===== src/rtl/pcpwm_pkg.sv =====
package pcpwm_pkg;

  typedef enum logic [1:0] {
    COM_OFF    = 2'b00,
    COM_TGL    = 2'b01,
    COM_CLR_UP = 2'b10,
    COM_SET_UP = 2'b11
  } com_mode_e;

  // log2 of the division factor for a select code
  function automatic logic [3:0] presc_shift(input logic [2:0] sel);
    case (sel)
      3'd2:    return 4'd3;
      3'd3:    return 4'd6;
      3'd4:    return 4'd8;
      3'd5:    return 4'd10;
      default: return 4'd0;
    endcase
  endfunction

  function automatic logic presc_run(input logic [2:0] sel);
    return (sel >= 3'd1) && (sel <= 3'd5);
  endfunction

  // level a PWM channel drives on an ascending match
  function automatic logic up_level(input logic [1:0] mode);
    return mode == COM_SET_UP;
  endfunction

  function automatic logic is_pwm(input logic [1:0] mode);
    return mode[1];
  endfunction

endpackage


===== src/rtl/pcpwm_prescaler.sv =====
module pcpwm_prescaler
  import pcpwm_pkg::*;
#(
  parameter int PRE_W = 10
) (
  input  logic       clk,
  input  logic       rst,
  input  logic [2:0] sel,
  output logic       tick
);
  logic [PRE_W-1:0] pre_q;
  logic [PRE_W-1:0] mask;
  logic             run;

  assign run  = presc_run(sel);
  assign mask = PRE_W'((32'd1 << presc_shift(sel)) - 32'd1);
  assign tick = run && ((pre_q & mask) == mask);

  always_ff @(posedge clk) begin
    if (rst)      pre_q <= '0;
    else if (run) pre_q <= pre_q + 1'b1;
  end


  stop_hold_chk: assert property (@(posedge clk) disable iff (rst)
    !run |=> $stable(pre_q));

endmodule


===== src/rtl/pcpwm_counter.sv =====
module pcpwm_counter #(
  parameter int CNT_W = 8
) (
  input  logic             clk,
  input  logic             rst,
  input  logic             tick,
  output logic [CNT_W-1:0] cnt,
  output logic             dir_dn,
  output logic             at_max,
  output logic             at_bot
);
  localparam logic [CNT_W-1:0] CMAX = '1;
  localparam logic [CNT_W-1:0] CMAX_M1 = CMAX - 1'b1;
  localparam logic [CNT_W-1:0] CONE = CNT_W'(1);

  assign at_max = (cnt == CMAX);
  assign at_bot = (cnt == '0);

  always_ff @(posedge clk) begin
    if (rst) begin
      cnt    <= '0;
      dir_dn <= 1'b0;
    end else if (tick) begin
      if (!dir_dn) begin
        cnt <= cnt + 1'b1;
        if (cnt == CMAX_M1) dir_dn <= 1'b1;
      end else begin
        cnt <= cnt - 1'b1;
        if (cnt == CONE) dir_dn <= 1'b0;
      end
    end
  end


  unit_step_chk: assert property (@(posedge clk) disable iff (rst)
    tick |=> (cnt == $past(cnt) + 1'b1) || (cnt == $past(cnt) - 1'b1));

  top_turn_chk: assert property (@(posedge clk) disable iff (rst)
    at_max |-> dir_dn);

  bot_turn_chk: assert property (@(posedge clk) disable iff (rst)
    at_bot |-> !dir_dn);

  idle_hold_chk: assert property (@(posedge clk) disable iff (rst)
    !tick |=> $stable(cnt) && $stable(dir_dn));

endmodule


===== src/rtl/pcpwm_channel.sv =====
module pcpwm_channel
  import pcpwm_pkg::*;
#(
  parameter int CNT_W   = 8,
  parameter bit HAS_TGL = 1'b1
) (
  input  logic             clk,
  input  logic             rst,
  input  logic             tick,
  input  logic [CNT_W-1:0] cnt,
  input  logic             dir_dn,
  input  logic             at_max,
  input  logic [CNT_W-1:0] cmp_in,
  input  logic [1:0]       mode,
  input  logic             tgl_en,
  output logic             hit,
  output logic             pin
);
  localparam logic [CNT_W-1:0] CMAX = '1;

  logic [CNT_W-1:0] act_q;
  logic [CNT_W-1:0] eff;
  logic             oc_q;
  logic             tgl_ok;
  logic             lvl_up;
  logic             oc_nxt;

  assign eff    = at_max ? cmp_in : act_q;
  assign hit    = (cnt == eff);
  assign lvl_up = up_level(mode);

  generate
    if (HAS_TGL) begin : g_tgl
      assign tgl_ok = (mode == COM_TGL) && tgl_en;
    end else begin : g_no_tgl
      assign tgl_ok = 1'b0;
    end
  endgenerate

  assign pin = (is_pwm(mode) || tgl_ok) ? oc_q : 1'b0;

  always_comb begin
    oc_nxt = oc_q;
    if (is_pwm(mode)) begin
      if (at_max)   oc_nxt = (eff == CMAX) ? !lvl_up : lvl_up;
      else if (hit) oc_nxt = dir_dn ? !lvl_up : lvl_up;
    end else if (tgl_ok && hit) begin
      oc_nxt = !oc_q;
    end
  end

  always_ff @(posedge clk) begin
    if (rst) begin
      act_q <= '0;
      oc_q  <= 1'b0;
    end else if (tick) begin
      oc_q <= oc_nxt;
      if (at_max) act_q <= cmp_in;
    end
  end


  live_cmp_chk: assert property (@(posedge clk) disable iff (rst)
    !(tick && at_max) |=> $stable(act_q));

  top_fix_chk: assert property (@(posedge clk) disable iff (rst)
    (tick && at_max && (mode == COM_CLR_UP) && (cmp_in != CMAX)) |=> !oc_q);

  wave_hold_chk: assert property (@(posedge clk) disable iff (rst)
    !tick |=> $stable(oc_q));

endmodule


===== src/rtl/pcpwm_timer.sv =====
module pcpwm_timer
  import pcpwm_pkg::*;
#(
  parameter int CNT_W = 8,
  parameter int PRE_W = 10
) (
  input  logic             clk,
  input  logic             rst,
  input  logic [2:0]       clk_sel,
  input  logic [CNT_W-1:0] cmp_a_in,
  input  logic [CNT_W-1:0] cmp_b_in,
  input  logic [1:0]       mode_a,
  input  logic [1:0]       mode_b,
  input  logic             tgl_en,
  input  logic [2:0]       flag_clr,
  output logic             pwm_a,
  output logic             pwm_b,
  output logic             flag_cmp_a,
  output logic             flag_cmp_b,
  output logic             flag_ovf
);
  logic             tick;
  logic [CNT_W-1:0] cnt;
  logic             dir_dn, at_max, at_bot;
  logic             hit_a, hit_b;
  logic [2:0]       flag_q, flag_set;

  pcpwm_prescaler #(.PRE_W(PRE_W)) u_pre (
    .clk(clk), .rst(rst), .sel(clk_sel), .tick(tick)
  );

  pcpwm_counter #(.CNT_W(CNT_W)) u_cnt (
    .clk(clk), .rst(rst), .tick(tick), .cnt(cnt),
    .dir_dn(dir_dn), .at_max(at_max), .at_bot(at_bot)
  );

  pcpwm_channel #(.CNT_W(CNT_W), .HAS_TGL(1'b1)) u_ch_a (
    .clk(clk), .rst(rst), .tick(tick), .cnt(cnt), .dir_dn(dir_dn),
    .at_max(at_max), .cmp_in(cmp_a_in), .mode(mode_a), .tgl_en(tgl_en),
    .hit(hit_a), .pin(pwm_a)
  );

  pcpwm_channel #(.CNT_W(CNT_W), .HAS_TGL(1'b0)) u_ch_b (
    .clk(clk), .rst(rst), .tick(tick), .cnt(cnt), .dir_dn(dir_dn),
    .at_max(at_max), .cmp_in(cmp_b_in), .mode(mode_b), .tgl_en(tgl_en),
    .hit(hit_b), .pin(pwm_b)
  );

  assign flag_set = {tick && hit_b, tick && hit_a, tick && at_bot};

  always_ff @(posedge clk) begin
    if (rst) flag_q <= '0;
    else     flag_q <= (flag_q & ~flag_clr) | flag_set;
  end

  assign flag_ovf   = flag_q[0];
  assign flag_cmp_a = flag_q[1];
  assign flag_cmp_b = flag_q[2];


  ovf_set_chk: assert property (@(posedge clk) disable iff (rst)
    (tick && at_bot) |=> flag_ovf);

  flag_clear_chk: assert property (@(posedge clk) disable iff (rst)
    (flag_clr[1] && !(tick && hit_a)) |=> !flag_cmp_a);

endmodule


===== config.mk =====
export PLATFORM = sky130hd
export DESIGN_NAME = pcpwm_timer
export DESIGN_NICKNAME = d
export VERILOG_FILES = /design/src/rtl/pcpwm_pkg.sv /design/src/rtl/pcpwm_prescaler.sv /design/src/rtl/pcpwm_counter.sv /design/src/rtl/pcpwm_channel.sv /design/src/rtl/pcpwm_timer.sv
export SDC_FILE = /design/constraint.sdc
export NUM_CORES = 1
export LEC_CHECK = 0
export BUFFER_PORTS_ARGS = -buffer_cell sky130_fd_sc_hd__buf_2
export CORE_ASPECT_RATIO = 1.25
export CORE_UTILIZATION = 35
export CTS_CLUSTER_SIZE = 12
export DETAILED_ROUTE_END_ITERATION = 10
export GPL_TIMING_DRIVEN = 1
export PLACE_DENSITY = 0.61
export SETUP_SLACK_MARGIN = 0.05
export SYNTH_ARGS = -nofsm -noshare
export SYNTH_HDL_FRONTEND = slang
export SYNTH_HIERARCHICAL = 1
export SYNTH_SLANG_ARGS = --single-unit

===== constraint.sdc =====
create_clock -name clk -period 2.7 [get_ports clk]
set_input_delay 0.27 -clock clk [delete_from_list [all_inputs] [get_ports clk]]
set_output_delay 0.27 -clock clk [all_outputs]
set_load 0.01 [all_outputs]

==> metrics.yaml, run 1 <==
drcViolationCount: 0
grt_pass1_vias: 2319
synth-seq-cells: 40
path_delay_family: "simple AND/OR/NAND/NOR gates"
nNetsFinal: 390
sequentialPowerShare: 0.477
drt_iter0_drc: 119
end_kind: "register"
synth_top_family_by_area: "simple AND/OR/NAND/NOR gates"
initial_core_util: 0.3682
syn_to_final_growth_pct: 17.28
crit_top_cell: "nor3_1"
pwr-share-comb: 0.105
synth_flop_cell: "dfxtp_1"
synth_edf_count: 0
synthSimpleGateAreaFrac: 0.2849
dieHeight_um: 98.36
rsz0062_at_grt: "no"
syn_inst: 314
synthAdderAreaFrac: 0.03369
pre_cts_ws_ps: 135.4
arrival_ps: 2680
clock_skew_ps: 15.92
synth_largest_area_cell: "dfxtp_1"
fillers: 741
reg2reg_to: "u_ch_a/oc_q$_SDFFE_PP0P_"
p_leak_nw: 1.109
yosysMostFrequentCell: "nand2_1"
drv_slew: 0
seq_area_frac_synth: 0.3080
clk_pin_slew_ps: 90
synth-compound-area-share: 0.1299
intPower_mw: 0.9554
hp-start: "flag_clr[2]"
design_area_um2: 3049
synth_xor_xnor_area_share: 0.1011
crit_chain: "nand2_1, nor3_1, and2_1, buf_6, nand3_1, a211oi_4, nor3_1, nor3_1, o221ai_1, a221oi_2"
root_buffer: "clkbuf_8"
portBuffers: 33
hold_class: "input pin to register"
wl_um: 6062
fin_crit_ps: 2453
cts_setup_buffers: 0
grt_pass1_wl_um: 10370
num_rows: 34
vias: 2351
ys_async_sr_fraction: 0
cts_htree_levels: 2
synth_nets: 350
cp.required_ps: 2930
place_area_um2: 2924
hpwl_um: 4379
min_period_over_period: 0.9085
path_class: "register to register"
max_freq_mhz: 407.7
drtAntennaViolNets: 0
power_density_nw_per_um2: 416.0
slew_headroom: 0.5505
gp_congestion: 0.8560
cts_buffer_depth: 2
cts_hold_buf: 0
worst_pin_slew_ps: 669.0
holdPathStages: 3
critPathMaxStageDelay_ps: 340
cp_num_buf_inv: 1
yosys_warnings: 6
reg2reg_from: "u_cnt/cnt[7]$_SDFFE_PP0P_"
io_pins: 34
synthTopCellsByArea: "dfxtp_1 (31%), mux2i_1 (7.7%), xor2_1 (7.4%)"
drv_cap: 0
vdd_drop_max_v: 0.0001852
cp-start-kind: "register"
tritoncts: "done"
routed_via_density: 5.283
cp_max_fo: 20
reg2reg_slack_ps: 250
detail_route.wl_per_cell_um: 13.62
hold_violations: 0
clk_latency_ps: 300
netlist_area_um2: 2600
grt_max_degree: 25
clockPowerShare: 0.419
antenna_cells: 0
power_mw: 1.268
cts_resized: 0
avgSynthCellArea_um2: 8.280
synthMuxAreaShare: 0.09721
cts.sinks: 40
synth.distinct_cells: 54
die-area_um2: 7779
drive_above_1_share: 0.2028
setup-tns-final_ps: 0
layout_setup_ws_ps: 247.0
core_area_um2: 7062
switching_share: 0.2468
antenna_found_initial: 0
die_x_um: 79.09
min_to: "flag_q[2]$_SDFF_PP0_"
finalSetupViolations: 0
r2r_cells: 10
dr.pass1.iters: 4
numCtsBuffers: 5
slowest_stage: "dfxtp_1"
status: "complete, no violations"
p_switching_mw: 0.3130
grt_overflow_total: 0
synth_top_area_share: 0.3080
yosys-top-cells-count: "nand2_1 (42), dfxtp_1 (40), nor2_1 (25)"
grt_use_total: 0.1645
==> how the worst max path moves through the flow <==
stage	slack, ps	to	cells after the start	start
6_report	250	u_ch_a/oc_q$_SDFFE_PP0P_	10	u_cnt/cnt[7]$_SDFFE_PP0P_
5_1_grt	60	u_ch_b/oc_q$_SDFFE_PP0P_	9	u_cnt/cnt[7]$_SDFFE_PP0P_
4_1_cts	210	u_ch_a/oc_q$_SDFFE_PP0P_	10	u_cnt/cnt[7]$_SDFFE_PP0P_
3_5_place_dp	140	u_ch_a/act_q[6]$_SDFFE_PP0P_	12	clk_sel[2]
3_3_place_gp	190	u_cnt/cnt[5]$_SDFFE_PP0P_	11	clk_sel[2]
2_1_floorplan	260	u_ch_b/oc_q$_SDFFE_PP0P_	11	u_cnt/cnt[2]$_SDFFE_PP0P_
==> stage by stage <==
stage | util | hold slack (ps) | cells
after detailed placement | 0.4141 | 448.5 | 437
after global routing | 0.4318 | 217.8 | 445
after CTS | 0.4313 | 220.4 | 445
final | 0.4318 | 222.3 | 445
after global placement | 0.4141 | 442.6 | 437
after floorplan | - | 339.1 | 314
==> kinds of logic (layout without fill, tap and decap cells) <==
kind of cell,count (synthesis),count (layout)
flip-flops,40,40
AND/OR/NAND/NOR,142,142
multiplexers,24,24
XOR/XNOR,30,30
AO/OA/AOI/OAI,49,49
other,1,1
buffers and inverters,21,62
adder cells (fa/ha/maj),7,7
==> sequential cells by signal, indices dropped and copies added (netlist names) <==
| name | count |
|---|---|
| flag_q | 3 |
| u_ch_a/act_q | 8 |
| u_ch_a/oc_q | 1 |
| u_ch_b/act_q | 8 |
| u_ch_b/oc_q | 1 |
| u_cnt/cnt | 8 |
| u_cnt/dir_dn | 1 |
| u_pre/pre_q | 10 |
==> per-layer routing <==
metal | track usage | up-vias | part of all wire
li1 | - | 1185 | -
met1 | 0.1943 | 1106 | 0.45
met2 | 0.2958 | 54 | 0.50
met3 | 0.03364 | 6 | 0.042
met4 | 0.04476 | 0 | 0.0091
met5 | 0 | - | 0
==> cells in the final DEF, fill, tap and decap left out, types with 6 or more instances in the layout <==
cell type	synthesis	final
a21oi_1	23	23
buf_2	1	33
buf_4	1	13
clkbuf_8	0	6
dfxtp_1	40	40
ha_1	7	7
inv_1	6	6
mux2i_1	20	20
nand2_1	42	42
nand2b_1	10	10
nand3_1	21	21
nand4_1	7	7
nor2_1	25	25
nor3_1	8	8
nor4_1	6	6
xnor2_1	8	8
xor2_1	22	22
==> cell type report <==
cell class	count	area, um^2	area share
timing repair buffer	48	294.0	0.09643
sequential	40	800.8	0.2626
inverter	6	22.52	0.007386
multi-input combinational	253	1698	0.5568
clock buffer	6	82.58	0.02708
tap	90	112.6	0.03693
clock inverter	2	38.79	0.01272
==> tightest hold or removal path, cell delays in order <==
cell      delay [ps]
buf_2             80
nand2b_1          80
a21oi_1           50
==> power by group through the flow <==
stage | sequential [mW] | combinational (mW) | clock [mW]
after floorplan | 0.620 | 0.0743 | 0
after global placement | 0.619 | 0.130 | 0
after detailed placement | 0.618 | 0.133 | 0
after CTS | 0.605 | 0.134 | 0.544
after global routing | 0.606 | 0.151 | 0.565
final | 0.605 | 0.133 | 0.531
No activity file was read; power rests on OpenSTA's default activity.
==> run 2, diff against run 1 <==
GPL_TIMING_DRIVEN = 0   (was 1)
==> run 2 against run 1 <==
Effect of this change:
- setup slack worse by 45 ps
- sequential cell count is the same
- die area unchanged
- cell count grew 1.3%
- routed wire length increased by 6.9%
- clock-buffer cell count fell by 1
- non-clock buffer count rose by 5
- register-to-register slack worse by 50 ps
- highest routed layer unchanged
- hold slack lost 4.9 ps
- combinational power rose by 9.8%
- largest power group unchanged
==> metrics.yaml, run 2 (synthesized netlist as in run 1, its figures left out) <==
drv_cap: 0  # unchanged
slowest_stage: "dfxtp_2"
clk_pin_slew_ps: 100  # about the same
max_freq_mhz: 400.3  # -1.8%
path_class: "register to register"
hpwl_um: 4494  # +2.6%
post-route-util: 0.4447  # +0.01293
drt_iter0_drc: 95  # -20%
gp_congestion: 0.7963  # -7.0%
switching_share: 0.2619  # +0.01509
dieHeight_um: 98.36  # unchanged
drive_above_1_share: 0.2355  # +0.03264
grt_max_degree: 15  # -40%
layout_common_cells: "nand2_1 (41), dfxtp_1 (34), buf_2 (32)"
status: "complete, no violations"
die-area_um2: 7779  # unchanged
setup-tns-final_ps: 0  # unchanged
num_rows: 34  # unchanged
grt_pass1_wl_um: 10380  # +0.14%
crit_top_cell: "nand2_1"
arrival_ps: 2730  # +50 ps
layout_setup_ws_ps: 201.8  # -45.20 ps
drv_slew: 0  # unchanged
holdPathStages: 3  # unchanged
power_mw: 1.272  # +0.28%
slew_headroom: 0.4988  # -0.05174
numCtsBuffers: 5  # unchanged
cp_num_buf_inv: 2  # +1
fillers: 737  # -0.54%
grt_use_total: 0.1667  # +0.002279
syn_to_final_growth_pct: 20.79
critPathMaxStageDelay_ps: 370  # +30 ps
design_area_um2: 3141  # +3.0%
path_delay_family: "simple AND/OR/NAND/NOR gates"
r2r_cells: 11  # +1
hold_class: "input pin to register"
detail_route.wl_per_cell_um: 14.37  # +5.5%
cp.required_ps: 2940  # about the same
crit_chain: "buf_4, nand2_1, nor3_2, and2_4, buf_6, mux2i_1, xor2_1, nand2_1, nor4_4, nand2_1, a21oi_1"
path_depth: 11  # +1
sequentialPowerShare: 0.478  # about the same
worst_pin_slew_ps: 746.0  # +77.01 ps
hold_violations: 0  # unchanged
die_x_um: 79.09  # unchanged
cp_max_fo: 9  # -55%
whs_ps: 217.4  # -4.872 ps
clockPowerShare: 0.406  # -0.013
cts_htree_levels: 2  # unchanged
cp-start-kind: "register"
portBuffers: 32  # -3.0%
stdcell_count: 451  # +1.3%
antenna_cells: 0  # unchanged
p_leak_nw: 1.121  # +1.1%
pre_cts_ws_ps: -438.1  # -573.5 ps
routed_via_density: 5.310  # +0.52%
io_pins: 34  # unchanged
end_kind: "register"
initial_core_util: 0.3682  # unchanged
final_common_cell: "nand2_1"
drtAntennaViolNets: 0  # unchanged
min_period_over_period: 0.9253  # +0.01674
nNetsFinal: 396  # +1.5%
antenna_found_initial: 0  # unchanged
core_area_um2: 7062  # unchanged
reg2reg_slack_ps: 200  # -50 ps
dr.pass1.iters: 4  # unchanged
regMostFlops: "u_pre/pre_q"
drcViolationCount: 0  # unchanged
rsz0062_at_grt: "yes"
vias: 2395  # +1.9%
pwr-share-comb: 0.115  # +0.010
grt_pass1_vias: 2314  # -0.22%
clk_latency_ps: 310  # about the same
p_switching_mw: 0.3331  # +6.4%
root_buffer: "clkbuf_8"
placed_cells: 436  # -0.23%
vdd_drop_max_v: 0.0002753  # +49%
finalSetupViolations: 0  # unchanged
clock_skew_ps: 13.57  # -2.351 ps
intPower_mw: 0.9389  # -1.7%
power_density_nw_per_um2: 405.0  # -2.6%
wl_um: 6483  # +6.9%
tritoncts: "done"
cts_buffer_depth: 2  # unchanged
fin_crit_ps: 2498  # +45.20 ps
largest_reg_flops: 10  # unchanged
grt_overflow_total: 0  # unchanged
place_area_um2: 2878  # -1.6%
cts.sinks: 40  # unchanged
-- run 2: changes by cell type in the layout (fill, tap and decap cells not counted), sizes merged --
cell      delta
clkbuf       +6
buf          -2
a211oi       +1
clkinv       -1
clkinvlp     +1
inv          +1
-- run 2: repair_timing --
| item | in CTS | in global routing |
|---|---|---|
| cloned | 0 | 1 |
| setup endpoints to repair | 14 | 13 |
| hold buffers | 0 | 0 |
| buffers inserted | 0 | 6 |
| resized for setup | 9 | 17 |
| hold endpoints to repair | 0 | 0 |
| pin swaps | 0 | 5 |
-- run 2: worst min-delay path: stages --
cell and delay, ps:
buf_2 70, nand2b_1 90, a21oi_1 60
-- run 2: final timing paths --
check,startpoint,endpoint
worst max-delay path,u_cnt/cnt[2]$_SDFFE_PP0P_,flag_q[2]$_SDFF_PP0_
worst min-delay path,flag_clr[1],flag_q[1]$_SDFF_PP0_
worst max register to register,u_cnt/cnt[2]$_SDFFE_PP0P_,flag_q[2]$_SDFF_PP0_
worst min register to register,u_ch_a/act_q[6]$_SDFFE_PP0P_,u_ch_a/act_q[6]$_SDFFE_PP0P_
-- run 2: final cells by class --
cell class,count,area (um^2),share of cell area
Buffer,15,102.6,0.03267
Clock buffer,5,68.82,0.02191
Clock inverter,3,46.29,0.01474
Inverter,6,22.52,0.007171
Multi-Input combinational cell,254,1774,0.5649
Sequential cell,40,808.3,0.2574
Tap cell,90,112.6,0.03586
Timing Repair Buffer,38,205.2,0.06534
-- run 2: power by group through the flow --
stage          sequential, mW  combinational, mW  clock, mW
3_3_place_gp            0.622              0.125          0
5_1_grt                 0.610              0.163      0.550
4_1_cts                 0.608              0.132      0.526
3_5_place_dp            0.622              0.127          0
6_report                0.609              0.146      0.517
2_1_floorplan           0.620             0.0743          0
-- run 2: per-layer routing --
metal	wire, um	track usage	up-vias
li1	-	-	1199
met1	2960	0.1942	1133
met2	3217	0.2991	53
met3	217	0.03271	10
met4	87	0.05594	0
met5	0	0	-
